### src/rtl/recall_pkg.sv
package recall_pkg;

    typedef enum logic [1:0] {
        PH_IDLE  = 2'd0,
        PH_HOLD  = 2'd1,
        PH_PULSE = 2'd2,
        PH_PAUSE = 2'd3
    } phase_t;

    localparam logic [1:0] CFG_FLASH_ONLY  = 2'b01;
    localparam logic [1:0] CFG_GROUND_ONLY = 2'b10;

    typedef struct packed {
        phase_t phase;
        logic   key_prev;
        logic   pause_pulse;
    } ctrl_state_t;

endpackage

### src/rtl/recall_hold_meter.sv
module recall_hold_meter #(
    parameter int HOLD_LIMIT = 540
) (
    input  logic clk,
    input  logic rst_n,
    input  logic clear_i,
    input  logic count_i,
    output logic long_o
);
    localparam int SAT   = HOLD_LIMIT + 1;
    localparam int CNT_W = $clog2(SAT + 1);

    logic [CNT_W-1:0] cnt_d, cnt_q;

    always_comb begin
        cnt_d = cnt_q;
        if (clear_i) begin
            cnt_d = '0;
        end else if (count_i && (cnt_q < CNT_W'(SAT))) begin
            cnt_d = cnt_q + 1'b1;
        end
    end

    always_ff @(posedge clk) begin
        if (!rst_n) begin
            cnt_q <= '0;
        end else begin
            cnt_q <= cnt_d;
        end
    end

    assign long_o = (cnt_q > CNT_W'(HOLD_LIMIT));

    AST_METER_SATURATES: assert property (@(posedge clk) disable iff (!rst_n)
        cnt_q <= CNT_W'(SAT));

    AST_METER_CLEAR: assert property (@(posedge clk) disable iff (!rst_n)
        clear_i |=> !long_o);

endmodule

### src/rtl/recall_span_timer.sv
module recall_span_timer #(
    parameter int LEN_W = 12
) (
    input  logic             clk,
    input  logic             rst_n,
    input  logic             start_i,
    input  logic [LEN_W-1:0] len_i,
    input  logic             tick_i,
    output logic             active_o
);
    typedef struct packed {
        logic             active;
        logic [LEN_W-1:0] remain;
    } span_t;

    span_t span_d, span_q;

    always_comb begin
        span_d = span_q;
        if (start_i) begin
            span_d.active = 1'b1;
            span_d.remain = len_i;
        end else if (span_q.active && tick_i) begin
            if (span_q.remain <= LEN_W'(1)) begin
                span_d.active = 1'b0;
                span_d.remain = '0;
            end else begin
                span_d.remain = span_q.remain - 1'b1;
            end
        end
    end

    always_ff @(posedge clk) begin
        if (!rst_n) begin
            span_q <= '0;
        end else begin
            span_q <= span_d;
        end
    end

    assign active_o = span_q.active;

    AST_ENDS_ON_TICK: assert property (@(posedge clk) disable iff (!rst_n)
        $fell(active_o) |-> $past(tick_i));

    AST_NO_RESTART: assert property (@(posedge clk) disable iff (!rst_n)
        start_i |-> !span_q.active);

endmodule

### src/rtl/recall_signal_gen.sv
module recall_signal_gen #(
    parameter int HOLD_LIMIT_MS = 540,
    parameter int SHORT_GL_MS   = 500,
    parameter int LONG_GL_MS    = 1250,
    parameter int FLASH_MS      = 100,
    parameter int PAUSE_MS      = 3000
) (
    input  logic       clk,
    input  logic       rst_n,
    input  logic       ms_tick,
    input  logic       recall_key,
    input  logic       mode_mf,
    input  logic [1:0] recall_cfg,
    input  logic       redial_active,
    output logic       gl_out,
    output logic       flash_out,
    output logic       pause_start
);
    import recall_pkg::*;

    localparam int MAX_A   = (LONG_GL_MS > SHORT_GL_MS) ? LONG_GL_MS : SHORT_GL_MS;
    localparam int MAX_B   = (PAUSE_MS > FLASH_MS) ? PAUSE_MS : FLASH_MS;
    localparam int MAX_LEN = (MAX_A > MAX_B) ? MAX_A : MAX_B;
    localparam int LEN_W   = $clog2(MAX_LEN + 1);

    ctrl_state_t st_d, st_q;

    logic             held_long;
    logic             meter_clear, meter_count;
    logic             start_gl, start_fl, start_ps;
    logic             gl_active, fl_active, ps_active;
    logic             want_gl, want_fl, use_long;
    logic [LEN_W-1:0] gl_len;

    always_comb begin
        want_gl = (recall_cfg != CFG_FLASH_ONLY);
        want_fl = (recall_cfg != CFG_GROUND_ONLY) && mode_mf;
        use_long = held_long || redial_active;
        gl_len  = use_long ? LEN_W'(LONG_GL_MS) : LEN_W'(SHORT_GL_MS);
    end

    always_comb begin
        st_d             = st_q;
        st_d.key_prev    = recall_key;
        st_d.pause_pulse = 1'b0;
        meter_clear      = 1'b0;
        start_gl         = 1'b0;
        start_fl         = 1'b0;
        start_ps         = 1'b0;
        unique case (st_q.phase)
            PH_IDLE: begin
                if (recall_key && !st_q.key_prev) begin
                    meter_clear = 1'b1;
                    st_d.phase  = PH_HOLD;
                end
            end
            PH_HOLD: begin
                if (held_long || !recall_key) begin
                    start_gl   = want_gl;
                    start_fl   = want_fl;
                    st_d.phase = PH_PULSE;
                end
            end
            PH_PULSE: begin
                if (!gl_active && !fl_active) begin
                    start_ps         = 1'b1;
                    st_d.pause_pulse = 1'b1;
                    st_d.phase       = PH_PAUSE;
                end
            end
            PH_PAUSE: begin
                if (!ps_active) begin
                    st_d.phase = PH_IDLE;
                end
            end
            default: st_d.phase = PH_IDLE;
        endcase
    end

    always_ff @(posedge clk) begin
        if (!rst_n) begin
            st_q <= '{phase: PH_IDLE, key_prev: 1'b0, pause_pulse: 1'b0};
        end else begin
            st_q <= st_d;
        end
    end

    assign meter_count = (st_q.phase == PH_HOLD) && recall_key && ms_tick;

    recall_hold_meter #(
        .HOLD_LIMIT(HOLD_LIMIT_MS)
    ) u_meter (
        .clk    (clk),
        .rst_n  (rst_n),
        .clear_i(meter_clear),
        .count_i(meter_count),
        .long_o (held_long)
    );

    recall_span_timer #(.LEN_W(LEN_W)) u_gl_span (
        .clk     (clk),
        .rst_n   (rst_n),
        .start_i (start_gl),
        .len_i   (gl_len),
        .tick_i  (ms_tick),
        .active_o(gl_active)
    );

    recall_span_timer #(.LEN_W(LEN_W)) u_flash_span (
        .clk     (clk),
        .rst_n   (rst_n),
        .start_i (start_fl),
        .len_i   (LEN_W'(FLASH_MS)),
        .tick_i  (ms_tick),
        .active_o(fl_active)
    );

    recall_span_timer #(.LEN_W(LEN_W)) u_pause_span (
        .clk     (clk),
        .rst_n   (rst_n),
        .start_i (start_ps),
        .len_i   (LEN_W'(PAUSE_MS)),
        .tick_i  (ms_tick),
        .active_o(ps_active)
    );

    assign gl_out      = gl_active;
    assign flash_out   = fl_active;
    assign pause_start = st_q.pause_pulse;

    AST_PAUSE_STROBE: assert property (@(posedge clk) disable iff (!rst_n)
        pause_start |=> !pause_start);

    AST_PAUSE_AFTER_PULSES: assert property (@(posedge clk) disable iff (!rst_n)
        pause_start |-> (!gl_out && !flash_out));

    AST_QUIET_IN_PAUSE: assert property (@(posedge clk) disable iff (!rst_n)
        (st_q.phase == PH_PAUSE) |-> (!gl_out && !flash_out));

    AST_FLASH_ONLY_MF: assert property (@(posedge clk) disable iff (!rst_n)
        $rose(flash_out) |-> $past(mode_mf));

    AST_GL_FROM_HOLD: assert property (@(posedge clk) disable iff (!rst_n)
        $rose(gl_out) |-> $past(st_q.phase == PH_HOLD));

endmodule

### config.mk
export PLATFORM = sky130hd
export DESIGN_NAME = recall_signal_gen
export DESIGN_NICKNAME = d
export VERILOG_FILES = /design/src/rtl/recall_pkg.sv /design/src/rtl/recall_hold_meter.sv /design/src/rtl/recall_span_timer.sv /design/src/rtl/recall_signal_gen.sv
export SDC_FILE = /design/constraint.sdc
export NUM_CORES = 1
export LEC_CHECK = 0
export BUFFER_PORTS_ARGS = -buffer_cell sky130_fd_sc_hd__buf_2
export CAP_MARGIN = 20
export CORE_ASPECT_RATIO = 1.25
export CORE_MARGIN = 10
export CORE_UTILIZATION = 25
export DETAILED_ROUTE_END_ITERATION = 12
export GPL_TIMING_DRIVEN = 0
export PLACE_DENSITY = 0.44
export SLEW_MARGIN = 20
export SYNTH_ARGS = -nofsm -noshare
export SYNTH_HDL_FRONTEND = slang
export SYNTH_HIERARCHICAL = 1
export SYNTH_SLANG_ARGS = --single-unit
export TNS_END_PERCENT = 100
### constraint.sdc
create_clock -name clk -period 4.8 [get_ports clk]
set_clock_uncertainty 0.05 [all_clocks]
set_input_delay 0.96 -clock clk [delete_from_list [all_inputs] [get_ports clk]]
set_output_delay 0.96 -clock clk [all_outputs]
set_load 0.03 [all_outputs]
# After elaboration in Yosys (flattened, before gate mapping)
# Cells that the tools add are included.
[op_classes] n_reduce_logical=29 n_mux=26 order_cmp=5 bitwise_logic=1 eq_ne=9 addsub=4
[ops] cell="$mux W13" n=6
[ops] cell="$le A12 B1 Y1 const B" n=3
[ops] cell="$mux W12" n=3
[ops] cell="$sub A12 B1 Y12 const B" n=3
[ops] cell="$reduce_bool A2 Y1" n=6
[ops] cell="$mux W1" n=11
[ops] cell="$mux W11" n=1
[ops] cell="$add A10 B1 Y10 const B" n=1
[ops] cell="$gt A10 B10 Y1 const B" n=1
[ops] cell="$lt A10 B10 Y1 const B" n=1
[ops] cell="$ne A2 B2 Y1 const B" n=5
[ops] cell="$logic_and A1 B1 Y1" n=9
[ops] cell="$mux W2" n=4
[ops] cell="$pmux W2 S4" n=1
[ops] cell="$reduce_and A2 Y1" n=3
[ops] cell="$reduce_or A2 Y1" n=3
[ops] cell="$eq A2 B2 Y1 const B" n=2
[ops] cell="$logic_not A1 Y1" n=4
[ops] cell="$reduce_and A4 Y1" n=1
[ops] cell="$eq A2 B1 Y1 const B" n=1
[ops] cell="$logic_not A2 Y1" n=1
[ops] cell="$logic_or A1 B1 Y1" n=2
[ops] cell="$ne A2 B1 Y1 const B" n=1
[ops] cell="$not A1 Y1" n=1
[word_totals] regBits=53 in_bits=8 out_inout_bits=3 elab_cells=86

# Longest topological paths before layout
# Gate-level depths: netlist (run 1).
[logic_depth] ltp_word=6 ltp_mapped=11 mapped_depth_nobuf=10

# Cells and area by module
# Netlist (run 1), hierarchy kept.
[by_module_without_submodules] mod="recall_span_timer" area_per_inst_um2=767.0 seq_area_each_um2=260.2 cells_per_inst=90 n_inst=3
[by_module_without_submodules] mod="recall_hold_meter" area_per_inst_um2=583.1 seq_area_each_um2=200.2 cells_per_inst=68 n_inst=1
[by_module_without_submodules] mod="recall_signal_gen" area_per_inst_um2=309.0 seq_area_each_um2=80.1 cells_per_inst=38 n_inst=1

# Worst setup path after synthesis (run 1)
# Ideal clock, no wire load.
[synth_timing] path_kind="input to register" start="input port ms_tick" end="register u_meter.cnt_q[7]" path_slack_ns=2.641 arrival_ns=2.039 required_time_ns=4.680 stages=5 path_buffers=0 setup_ns=0.070 path_cell_list="and3_2 and3_1 inv_1 or4_1 a21oi_1"
[synth_between] elab_chain_len=2
[synth_lines] item="start, declared" line_no="recall_signal_gen.sv:10" rtl="input logic ms_tick,"
[synth_lines] item="$logic_and A1 B1 Y1" line_no="recall_signal_gen.sv:88" rtl="assign meter_count = (st_q.phase == PH_HOLD) && recall_key && ms_tick;"
[synth_lines] item="$logic_and A1 B1 Y1" line_no="recall_hold_meter.sv:19" rtl="end else if (count_i && (cnt_q < CNT_W'(SAT))) begin"
[synth_lines] item="end signal, assigned" line_no="recall_hold_meter.sv:28" rtl="cnt_q <= cnt_d;"
[synth_lines] item="end, declared" line_no="recall_hold_meter.sv:13" rtl="logic [CNT_W-1:0] cnt_d, cnt_q;"
# Every way passes these cells.
# A chain may end at the register's enable or synchronous reset.

# Worst setup path in the final report (run 1)
[layout_timing] start="register u_meter.cnt_q[6]" end="register u_gl_span/span_q[1] (netlist name)"
[layout_between] elab_chain_len=5 elab_cells_between_ends=8 cone_classes="1 x order compare; 4 x mux; 3 x reduce/logical"
[layout_lines] item="$gt A10 B10 Y1 *" line_no="recall_hold_meter.sv:32" rtl="assign long_o = (cnt_q > CNT_W'(HOLD_LIMIT));"
[layout_lines] item="named net held_long" line_no="recall_signal_gen.sv:28" rtl="logic held_long;"
[layout_lines] item="$logic_or A1 B1 Y1 *" line_no="recall_signal_gen.sv:58" rtl="if (held_long || !recall_key) begin"
[layout_lines] item="$mux W1 *" line_no="recall_signal_gen.sv:58"
[layout_lines] item="$mux W1 *" line_no="recall_signal_gen.sv:50" rtl="unique case (st_q.phase)"
[layout_lines] item="named net start_gl" line_no="recall_signal_gen.sv:30" rtl="logic start_gl, start_fl, start_ps;"
[layout_lines] item="$mux W13 or $reduce_bool A2 Y1 (tied branches)"
[layout_lines] item="end signal, assigned" line_no="recall_span_timer.sv:37" rtl="span_q <= span_d;"
[layout_lines] item="end, declared" line_no="recall_span_timer.sv:16" rtl="span_t span_d, span_q;"
# Mark *: on every way through the listed nets, which the timed path passes. The rest lies on a longest branch.

==> flow_metrics.py, run 1 <==
metrics = {
    "sta": {
        "whs_ns": 0.456,
        "setup_viol": 0,
        "period_minus_slack_ns": 2.48,
        "maxSlewViolCount": 0,
        "max_freq_mhz": 402,
        "finalCritPeriodShare": 0.518,
        "hold_viol_final": 0,
        "slew_headroom": 0.592,
        "finalSetupTns_ns": 0,
        "fin_ws_ns": 2.32,
        "tightest_slew_ns": 0.610,
        "rsz0062_at_grt": "no",
    },
    "synth": {
        "synthArstFlopShare": 0,
        "synth.largest_area_cell": "dfxtp_1",
        "syn_area_per_cell_um2": 8.49,
        "ys_top_cells_by_area": "dfxtp_1 (33%), ha_1 (5.5%), a21oi_1 (5.2%)",
        "synth_edf_count": 0,
        "ys_warn_count": 6,
        "synthesis.area_um2": 3190,
        "synth.top_cells.by_count": "dfxtp_1 (53), a21oi_1 (33), nand2_1 (33), inv_1 (26), o21ai_0 (22)",
        "synth.distinct_cells": 53,
        "yosys.area.top_type_share": 0.332,
        "synth_seq_area_share": 0.332,
        "synth_cells": 376,
        "ys_seq_elements": 53,
        "yosys.cell_count.top_type": "dfxtp_1",
        "ys.flop_type": "dfxtp_1",
    },
    "cts": {
        "cts_resized": 0,
        "cts_setup_buffers": 0,
        "clock_sinks": 53,
        "cts_tree": "built",
        "clock_latency_ns": 0.29,
        "clockBufferDepth": 2,
        "cts_root_buf": "clkbuf_16",
        "postCtsHoldBufs": 0,
        "cts_buffers": 5,
        "htreeDepth": 2,
        "clk_pin_slew_ns": 0.07,
    },
    "floorplanning": {
        "initial_core_util": 0.253,
        "dieArea_um2": 17700,
        "rows": 46,
        "fp.dieH_um": 146,
        "core_area_um2": 12600,
        "die_w_um": 121,
        "io_pins": 11,
    },
    "worst_setup_path": {
        "rr_worst_depth": 8,
        "crit_arrival_ns": 2.65,
        "reg2reg_slack_ns": 2.32,
        "rr_startpoint": "u_meter/cnt_q[6]",
        "cp-end-kind": "flop",
        "critPathKind": "flop to flop",
        "crit_path_start_kind": "flop",
        "crit_fanout": 10,
        "crit_end": "u_gl_span/span_q[1]",
        "rr_endpoint": "u_gl_span/span_q[1]",
        "cp.required_ns": 4.96,
        "crit_start": "u_meter/cnt_q[6]",
    },
    "cells_and_area": {
        "nets": 444,
        "area_growth_pct": 16.1,
        "final_core_util": 0.294,
        "final_layout_size_suffix_gt1_frac": 0.121,
    },
    "job": {
        "maxCapViolCount": 0,
    },
    "place": {
        "place.gp.congestion": 0.769,
        "dpl.hpwl_um": 5150,
        "port_buffers": 10,
        "place_ws_ns": 2.05,
    },
    "worst_hold_path": {
        "hp-class": "flop to flop",
    },
    "detailed_routing": {
        "wire_per_inst_um": 12.1,
        "viasPerCell": 4.63,
        "drc": 0,
        "drt_wl_total_um": 7170,
        "drtAntennaViolNets": 0,
        "drt-initial-drc-count": 152,
        "vias": 2739,
        "firstDrtPassIters": 4,
    },
    "power": {
        "peakVddDrop_v": 0.000162,
        "power_frac_comb": 0.439,
        "pwr-share-clk": 0.198,
        "p_leak_nw": 1.42,
        "netSwitchingFraction": 0.394,
        "powerDensity_nw_per_um2": 494,
        "power_switching_mw": 0.722,
        "p_int_mw": 1.11,
        "p_seq_frac": 0.363,
    },
    "global_routing": {
        "grt_pass1_wl_um": 12600,
        "grt_use_total": 0.0844,
        "antenna_found_initial": 1,
        "grt_max_degree": 27,
        "grt_pass1_vias": 2671,
        "grt-ovfl-total": 0,
    },
    "outcome": {
        "status": "complete, no violations",
    },
}
==> stage by stage <==
stage                     instances  power, mW  cell area [um^2]
after detailed placement        583       1.48              3560
after CTS                       590       1.86              3700
after global placement          583       1.48              3560
after global routing            590       1.99              3700
after floorplan                 405       1.31              3300
final                           591       1.83              3710
==> registers in the layout (all words and copies together), names as in the netlist <==
| name | cells |
|---|---|
| u_pause_span/active_o | 1 |
| u_flash_span/span_q | 12 |
| u_pause_span/span_q | 12 |
| pause_start | 1 |
| u_gl_span/active_o | 1 |
| u_gl_span/span_q | 12 |
| st_q | 3 |
| u_meter/cnt_q | 10 |
| u_flash_span/active_o | 1 |
==> cells by family after synthesis <==
family,Yosys count,synth area share
and+or+nand+nor,141,0.275
buffers and inverters,31,0.0380
muxes,11,0.0345
DFF,53,0.332
xor gates and xnor gates,18,0.0494
AOI/OAI and AO/OA,106,0.214
adders and majority gates,14,0.0549
other,2,0.00235
==> power groups by stage <==
stage	logic (mW)	registers [mW]	clock network, mW
finish	0.804	0.666	0.363
CTS	0.810	0.667	0.384
global route	0.911	0.686	0.394
detailed placement	0.805	0.677	0
floorplan	0.647	0.658	0
global placement	0.806	0.677	0
==> cell usage in the layout (no fill, tap or decap), types with 4 or more instances in the layout <==
cell type,count
o21a_1,4
xor2_1,18
nor4_4,4
nor3_1,6
dfxtp_1,53
o21ai_1,16
nand2_1,33
mux2i_1,11
inv_1,26
nor2b_1,4
or4_1,6
or3_1,8
ha_1,14
o21ai_0,22
conb_1,31
clkbuf_16,5
nand4b_1,7
nand3b_1,4
nor2_1,18
nand3_1,10
buf_2,13
and3_1,4
a21oi_1,33
nand4_1,16
==> per-layer routing <==
metal | global-route usage | share of wire | vias to the layer above
li1 | - | - | 1441
met1 | 0.0996 | 0.47 | 1272
met2 | 0.143 | 0.48 | 20
met3 | 0.0193 | 0.028 | 6
met4 | 0.0345 | 0.016 | 0
met5 | 0 | 0 | -
==> cell type report <==
class,instances,area (um^2)
diodes,1,2.50
plain buffers,5,23.8
clock buffers,7,143
fillers,1325,8900
inverters,26,97.6
multi-input cells,321,2120
flip-flops and latches,53,1060
well taps,168,210
repair buffers,10,50.0
==> worst min path at each step <==
stage	start	end	cells past startpoint
2_1_floorplan	u_meter/cnt_q[9]	u_meter/cnt_q[9]	1
3_3_place_gp	u_meter/cnt_q[9]	u_meter/cnt_q[9]	1
3_5_place_dp	st_q[2]	st_q[2]	2
4_1_cts	st_q[2]	st_q[2]	2
5_1_grt	st_q[2]	st_q[2]	2
6_report	st_q[3]	st_q[3]	2
==> critical path, cell delays in order (launching register included) <==
cell	delay, ns
dfxtp_1	0.35
nor4_4	0.37
o21ai_0	0.13
and2_1	0.21
o21ai_0	0.33
a21oi_1	0.08
buf_2	0.21
or4_1	0.52
a31oi_1	0.15
No activity file was read; power rests on OpenSTA's default activity.
==> inputs of run 2 (changes only) <==
- clock period: 4.8 -> 2.3 ns (I/O delays scaled with it)
==> flow_metrics.py, run 2 (synthesis results as in run 1) <==
metrics = {
    "global_routing": {
        "grt_pass1_wl_um": 12600,
        "grt_use_total": 0.0847,
        "grt_max_degree": 27,
        "grt-ovfl-total": 0,
        "grt_pass1_vias": 2677,
        "antenna_found_initial": 1,
    },
    "power": {
        "p_seq_frac": 0.359,
        "power_frac_comb": 0.444,
        "p_int_mw": 2.34,
        "netSwitchingFraction": 0.394,
        "p_total_mw": 3.87,
        "power_switching_mw": 1.52,
        "p_leak_nw": 1.43,
        "peakVddDrop_v": 0.000337,
        "pwr-share-clk": 0.196,
        "powerDensity_nw_per_um2": 1020,
    },
    "floorplanning": {
        "dieArea_um2": 17700,
        "rows": 46,
        "core_area_um2": 12600,
        "fp.dieH_um": 146,
        "initial_core_util": 0.253,
        "io_pins": 11,
        "die_w_um": 121,
    },
    "place": {
        "port_buffers": 10,
        "postPlaceCellArea_um2": 3560,
        "place.gp.congestion": 0.769,
        "dpl.hpwl_um": 5150,
    },
    "worst_setup_path": {
        "slowest_delay_ns": 0.52,
        "critPathKind": "flop to flop",
        "crit_fanout": 10,
        "cp-end-kind": "flop",
        "crit_chain": "nor4_4 -> o21ai_1 -> and2_4 -> o21ai_4 -> nor2_1 -> buf_6 -> or4_1 -> a31oi_1",
        "crit_slowest_cell": "or4_1",
        "crit_path_start_kind": "flop",
        "crit_arrival_ns": 2.31,
        "cp.required_ns": 2.47,
    },
    "cells_and_area": {
        "layout_commonest_cell": "dfxtp_1",
        "fin_area_um2": 3790,
        "area_growth_pct": 18.6,
        "largestRegisters": "u_flash_span/span_q x12, u_gl_span/span_q x12, u_pause_span/span_q x12",
        "nets": 447,
        "final_cell_mix": "dfxtp_1 (51), a21oi_1 (33), nand2_1 (33)",
        "fillers": 1324,
        "final_layout_size_suffix_gt1_frac": 0.148,
    },
    "cts": {
        "htreeDepth": 2,
        "clock_latency_ns": 0.29,
        "cts_tree": "built",
        "cts_buffers": 5,
        "clock_sinks": 53,
        "postCtsHoldBufs": 0,
        "clockBufferDepth": 2,
        "cts_root_buf": "clkbuf_16",
        "clk_pin_slew_ns": 0.07,
    },
    "detailed_routing": {
        "drt-initial-drc-count": 180,
        "drtAntennaViolNets": 0,
        "wire_per_inst_um": 12.1,
        "drc": 0,
        "vias": 2750,
        "firstDrtPassIters": 4,
        "viasPerCell": 4.63,
        "drt_wl_total_um": 7190,
    },
    "outcome": {
        "status": "complete, no violations",
    },
    "sta": {
        "period_minus_slack_ns": 2.14,
        "hold_viol_final": 0,
        "slew_headroom": 0.582,
        "tightest_slew_ns": 0.625,
        "finalCritPeriodShare": 0.931,
        "maxSlewViolCount": 0,
        "whs_ns": 0.409,
        "setup_viol": 0,
        "max_freq_mhz": 467,
    },
    "worst_hold_path": {
        "hp-class": "input pin to flop",
    },
    "job": {
        "maxCapViolCount": 0,
    },
}
[run 2: cell count changes in the layout (fill, tap and decap cells not counted), moves of 2 or more]
cell     before  now
nor2_4        0    2
dfxtp_1      53   51
a21o_1        3    1
buf_2        13   11
a21o_4        0    2
o21ai_0      22   20
buf_4         0    4
dfxtp_2       0    2
nor2_1       18   15
[run 2: power by group through the flow]
stage,sequential (mW),combinational (mW),clock (mW)
after global placement,1.41,1.68,0
after detailed placement,1.41,1.68,0
after global routing,1.43,1.94,0.822
after CTS,1.39,1.70,0.802
final,1.39,1.72,0.758
after floorplan,1.37,1.35,0
[run 2: worst paths after layout]
path                            slack [ns]                      to  cells after the start             start
worst min-delay path                  0.41                 st_q[1]                      2        recall_key
worst max-delay path                  0.16  u_flash_span/span_q[1]                      8  u_meter/cnt_q[6]
worst max register to register        0.16  u_flash_span/span_q[1]                      8  u_meter/cnt_q[6]
worst min register to register        0.45        u_meter/cnt_q[7]                      2  u_meter/cnt_q[7]
[run 2: stage by stage]
stage	setup WS, ns	util	std cells	setup TNS, ns
after CTS	0.00230	0.295	591	0
after global placement	-0.201	0.283	583	-2.57
after global routing	-0.0000508	0.300	593	-0.0000508
after detailed placement	-0.251	0.283	583	-3.28
final	0.158	0.300	594	0
after floorplan	0.190	-	405	0
[run 2: final cells by class]
type | count | area [um^2] | share of cell area
antenna | 1 | 2.50 | 0.000661
buffer | 5 | 32.5 | 0.00859
clock buffer | 7 | 143 | 0.0377
inverter | 26 | 97.6 | 0.0258
multi-input combinational | 321 | 2170 | 0.572
sequential | 53 | 1060 | 0.281
tap | 168 | 210 | 0.0555
timing repair buffer | 13 | 72.6 | 0.0192
[run 2: critical path: cells and delay by family, from the launching register on]
kind            cells  cell delay, ns
flops               1            0.34
buf+inv             1            0.14
simple gates        4            1.09
compound gates      3            0.44
[run 2: timing repair]
item | CTS | global route
resized for setup | 5 | 14
endpoints found under the setup margin | 21 | 22
setup buffers | 1 | 2
pin swaps | 1 | 5
[run 2: metal layers]
layer	vias to the layer above	GRT usage	wire length, um
met3	6	0.0193	178
met4	0	0.0345	116
met5	-	0	0
met2	16	0.144	3480
met1	1276	0.0994	3420
li1	1452	-	-
